==> config.mk <==
export PLATFORM = sky130hd
export DESIGN_NAME = bank_gap_timer
export DESIGN_NICKNAME = d
export VERILOG_FILES = /design/src/rtl/bank_gap_pkg.sv /design/src/rtl/gap_period_decode.sv /design/src/rtl/gap_counter.sv /design/src/rtl/bank_guard.sv /design/src/rtl/bank_gap_timer.sv
export SDC_FILE = /design/constraint.sdc
export NUM_CORES = 1
export LEC_CHECK = 0
export BUFFER_PORTS_ARGS = -buffer_cell sky130_fd_sc_hd__buf_2
export CAP_MARGIN = 30
export CORE_AREA = 2 2 39 41
export CTS_CLUSTER_SIZE = 8
export DETAILED_ROUTE_END_ITERATION = 10
export DIE_AREA = 0 0 41 43
export PLACE_DENSITY = 0.61
export SETUP_SLACK_MARGIN = 0.05
export SLEW_MARGIN = 20
export SYNTH_ARGS = -nofsm -noshare
export SYNTH_HDL_FRONTEND = slang
export SYNTH_SLANG_ARGS = --single-unit
==> constraint.sdc <==
create_clock -name clk -period 2.6 [get_ports clk]
set_clock_uncertainty 0.2 [all_clocks]
set_input_delay 0.26 -clock clk [delete_from_list [all_inputs] [get_ports clk]]
set_output_delay 0.26 -clock clk [all_outputs]
set_load 0.01 [all_outputs]
==> src/rtl/bank_gap_pkg.sv <==
package bank_gap_pkg;

   // Disable length in cycles for a period selector code.
   function automatic int unsigned gap_len(input int unsigned sel);
      return sel + 1;
   endfunction

   // Counter width able to hold the longest gap for a selector width.
   function automatic int unsigned gap_cnt_w(input int unsigned sel_w);
      return $clog2((1 << sel_w) + 1);
   endfunction

endpackage

==> src/rtl/gap_period_decode.sv <==
module gap_period_decode #(
   parameter int SEL_W = 2,
   parameter int CNT_W = 3
) (
   input  logic [SEL_W-1:0] sel,
   output logic [CNT_W-1:0] len
);
   import bank_gap_pkg::*;

   localparam int NUM_CODES = 1 << SEL_W;

   generate
      if (gap_cnt_w(SEL_W) > CNT_W) begin : g_bad_width
         $error("gap_period_decode: CNT_W too small for SEL_W");
      end
   endgenerate

   always_comb begin
      len = '0;
      for (int c = 0; c < NUM_CODES; c++) begin
         if (sel == SEL_W'(c)) len = CNT_W'(gap_len(c));
      end
   end
endmodule

==> src/rtl/gap_counter.sv <==
module gap_counter #(
   parameter int CNT_W = 3
) (
   input  logic             clk,
   input  logic             rst_n,
   input  logic             load,
   input  logic [CNT_W-1:0] load_val,
   output logic             busy
);
   logic [CNT_W-1:0] remain_q;

   generate
      if (CNT_W < 1) begin : g_bad_width
         $error("gap_counter: CNT_W must be at least 1");
      end
   endgenerate

   always_ff @(posedge clk) begin
      if (!rst_n) begin
         remain_q <= '0;
      end else if (load) begin
         remain_q <= load_val;
      end else if (remain_q != '0) begin
         remain_q <= remain_q - CNT_W'(1);
      end
   end

   assign busy = (remain_q != '0);
endmodule

==> src/rtl/bank_guard.sv <==
module bank_guard #(
   parameter int NUM_BANKS  = 8,
   parameter int BANK_W     = 3,
   parameter bit TAG_ONEHOT = 1'b0
) (
   input  logic              clk,
   input  logic              rst_n,
   input  logic              capture,
   input  logic [BANK_W-1:0] cap_bank,
   input  logic [BANK_W-1:0] req_bank,
   output logic              match,
   output logic [BANK_W-1:0] held_bank
);
   generate
      if ((1 << BANK_W) < NUM_BANKS) begin : g_bad_width
         $error("bank_guard: BANK_W too narrow for NUM_BANKS");
      end

      if (TAG_ONEHOT) begin : g_mask
         // One flop per bank; the match is a single mux lookup.
         logic [NUM_BANKS-1:0] mask_q;

         always_ff @(posedge clk) begin
            if (!rst_n) begin
               mask_q <= NUM_BANKS'(1);
            end else if (capture) begin
               for (int b = 0; b < NUM_BANKS; b++) begin
                  mask_q[b] <= (cap_bank == BANK_W'(b));
               end
            end
         end

         always_comb begin
            match     = 1'b0;
            held_bank = '0;
            for (int b = 0; b < NUM_BANKS; b++) begin
               if (mask_q[b] && req_bank == BANK_W'(b)) match = 1'b1;
               if (mask_q[b]) held_bank = BANK_W'(b);
            end
         end
      end else begin : g_index
         // Stored index and an equality compare.
         logic [BANK_W-1:0] tag_q;

         always_ff @(posedge clk) begin
            if (!rst_n) begin
               tag_q <= '0;
            end else if (capture) begin
               tag_q <= cap_bank;
            end
         end

         assign match     = (req_bank == tag_q) && (req_bank < BANK_W'(NUM_BANKS - 1) + BANK_W'(1) || NUM_BANKS == (1 << BANK_W));
         assign held_bank = tag_q;
      end
   endgenerate
endmodule

==> src/rtl/bank_gap_timer.sv <==
module bank_gap_timer #(
   parameter int NUM_BANKS  = 8,
   parameter int SEL_W      = 2,
   parameter bit TAG_ONEHOT = 1'b0,
   localparam int BANK_W    = (NUM_BANKS > 1) ? $clog2(NUM_BANKS) : 1,
   localparam int CNT_W     = $clog2((1 << SEL_W) + 1)
) (
   input  logic              clk,
   input  logic              rst_n,
   input  logic [SEL_W-1:0]  period_sel,
   input  logic              start_strobe,
   input  logic [BANK_W-1:0] start_bank,
   input  logic [BANK_W-1:0] req_bank,
   output logic              req_ok,
   output logic              allow_same_bank,
   output logic [BANK_W-1:0] held_bank
);
   generate
      if (NUM_BANKS < 2) begin : g_bad_banks
         $error("bank_gap_timer: NUM_BANKS must be at least 2");
      end
      if (SEL_W < 1 || SEL_W > 4) begin : g_bad_sel
         $error("bank_gap_timer: SEL_W must be 1 to 4");
      end
   endgenerate

   logic [CNT_W-1:0] load_len;
   logic             busy;
   logic             bank_hit;

   gap_period_decode #(
      .SEL_W (SEL_W),
      .CNT_W (CNT_W)
   ) u_decode (
      .sel (period_sel),
      .len (load_len)
   );

   gap_counter #(
      .CNT_W (CNT_W)
   ) u_count (
      .clk      (clk),
      .rst_n    (rst_n),
      .load     (start_strobe),
      .load_val (load_len),
      .busy     (busy)
   );

   bank_guard #(
      .NUM_BANKS  (NUM_BANKS),
      .BANK_W     (BANK_W),
      .TAG_ONEHOT (TAG_ONEHOT)
   ) u_guard (
      .clk       (clk),
      .rst_n     (rst_n),
      .capture   (start_strobe),
      .cap_bank  (start_bank),
      .req_bank  (req_bank),
      .match     (bank_hit),
      .held_bank (held_bank)
   );

   assign allow_same_bank = !busy;
   assign req_ok          = !(busy && bank_hit);
endmodule

==> reports/qor.txt <==
Overall power = 0.257 mW
Final Hold Fails = 0
Number of antenna-violating nets in the routed design = 0
Clock transition at path regs = 40 ps
Slew margin rel. = 0.765
CP peak stage delay = 350 ps
Layout Nets = 70
Clk buf depth = 2
# DRC = 0
Vias in the first global route = 292
Clk_lat worst skew = 240 ps
Iteration-0 DRC Markers = 1
Slew Limit Fails = 0
Top post-synthesis cells by area = dfxtp_1, ha_1, mux2i_1
RSZ-0062 raised after global routing = false
# IOs = 16
Critical-path top delay cell = dfxtp_1
Initial Utilization = 0.269
Yosys top cell by area = dfxtp_1
CTS Buf Count = 3
Synthesized flop and latch total = 6
TritonCTS clock tree = done
Worst hold margin = 57.0 ps
Synth cell types = 17
Chip width = 41 um
Placer Congestion = 0.756
CP arrival = 1320 ps
WL per Instance = 10.2 um
Count leader, synth = dfxtp_1
Top cells by count, synth = dfxtp_1, inv_1
First-pass GRT wire length = 1210 um
Final wirelength = 712 um
Post-CTS Setup Inserts = 0
Root cell of the clock tree = clkbuf_4
CTS sink count = 6
Min Tclk post-route = 1780 ps
Cell count after synthesis = 37
Syn-to-layout area delta = 28.5%
Core area = 1380 um2
Initial antenna violation count = 0
Full die area = 1760 um2
Post-synth top flop = dfxtp_1
Crit Path Max Fanout = 4
Rows = 14
Layout cells sized above 1 = 0.407
H-tree depth = 1
Post-CTS Resized = 0
Status = completed
Crit path required time = 2140 ps
Startpoint Class = flop
Crit Path Category = flop to output pin
Post-synth EDFFs = 0
Final period utilization = 0.684
Grt ovf = 0
HPWL Detailed = 594 um
Fillcell total = 147
Worst Hold Class = input port to flop
Critical-path cell list = inv_1 > ha_1 > nand2b_1 > nand4_1 > buf_2
Mapped Area = 373 um2
Sequential area share after synthesis = 0.322
Syn Area/Cell = 10.1 um2
Vias per cell = 4.30
FF/Latch Area = 120 um2
Multi-input logic area = 226 um2
Yosys top cell area share = 0.322
Final setup viols = 0
Total GRT Usage = 0.103
Largest net degree at the start of global routing = 12
Setup TNS = 0 ps
Setup crit end kind = output pin
Die height = 43 um
Cell area power density = 536 nW/um2
Vias = 301
Post-CTS Hold Fix Bufs = 0
Max rail drop VDD = 207 uV
Syn Nets = 51
Antenna Cells = 0
Peak Freq = 0.562 GHz
Actual slew at the worst max-slew pin = 348 ps
Yosys warns = 0
Max_cap viols = 0
DR pass1 iterations = 2
Port buffer count = 15
FFs w/ async S/R, synth = 0
Leakage = 0.227 nW
## logic make-up after synthesis
kind of cell             after synthesis  synth area share
AO/OA/AOI/OAI                          3             0.107
XOR/XNOR                               3            0.0705
adder cells (fa/ha/maj)                3             0.101
buffers and inverters                  5            0.0705
flip-flops                             6             0.322
multiplexers                           3            0.0805
AND/OR/NAND/NOR                       14             0.248
## final cells by class
| type | count | area share |
|---|---|---|
| multi-input combinational | 26 | 0.473 |
| inverter | 4 | 0.0313 |
| tap | 16 | 0.0418 |
| timing repair buffer | 15 | 0.157 |
| sequential | 6 | 0.251 |
| clock buffer | 3 | 0.0470 |
## registers in the layout, indices dropped and copies added (netlist names)
signal / count
u_guard.held_bank: 3
u_count.remain_q: 3
## final timing paths
kind | start | to | slack (ps) | depth (start not counted)
worst min-delay path | start_bank[0] | u_guard.held_bank[0] | 60 | 3
worst max register to register | u_count.remain_q[0] | u_count.remain_q[1] | 1120 | 4
worst min register to register | u_guard.held_bank[2] | u_guard.held_bank[2] | 330 | 2
worst max-delay path | u_count.remain_q[0] | req_ok | 820 | 5
## where the power goes
group / internal, mW / switching (mW)
Sequential: 0.100 / 0.00583
Combinational: 0.0352 / 0.0326
Clock: 0.0520 / 0.0311
## cell usage in the layout (no fill, tap or decap), drive strengths merged, types with 2 or more instances in the layout
master	synthesis	final
buf	1	15
a2111oi	2	2
inv	4	4
nor4b	2	2
nand2b	2	2
dfxtp	6	6
nor2b	3	3
ha	3	3
nor2	3	3
mux2i	3	3
xnor2	3	3
clkbuf	0	3
## worst max-delay path: cells and delay by family (launching register included)
| family | cells | cell delay, ps |
|---|---|---|
| adders and majority gates | 1 | 230 |
| buffers and inverters | 2 | 220 |
| DFF | 1 | 350 |
| and+or+nand+nor | 2 | 270 |
## through the flow
| stage | worst slack, ps | cell area (um2) | util | cells |
|---|---|---|---|---|
| 2_1_floorplan | 1190 | 373 | - | 37 |
| 4_1_cts | 809 | 479 | 0.346 | 70 |
| 3_5_place_dp | 1080 | 457 | 0.330 | 67 |
| 6_report | 821 | 479 | 0.346 | 70 |
| 5_1_grt | 725 | 479 | 0.346 | 70 |
| 3_3_place_gp | 1110 | 457 | 0.330 | 67 |
## layer usage
layer  global-route usage  part of all wire  vias to the layer above
li1                     -                 -                      161
met1                0.129              0.44                      132
met2                0.147              0.51                        8
met3               0.0157             0.045                        0
met4               0.0800                 0                        0
met5                    0                 0                        -
(Power assumes the default switching activity.)
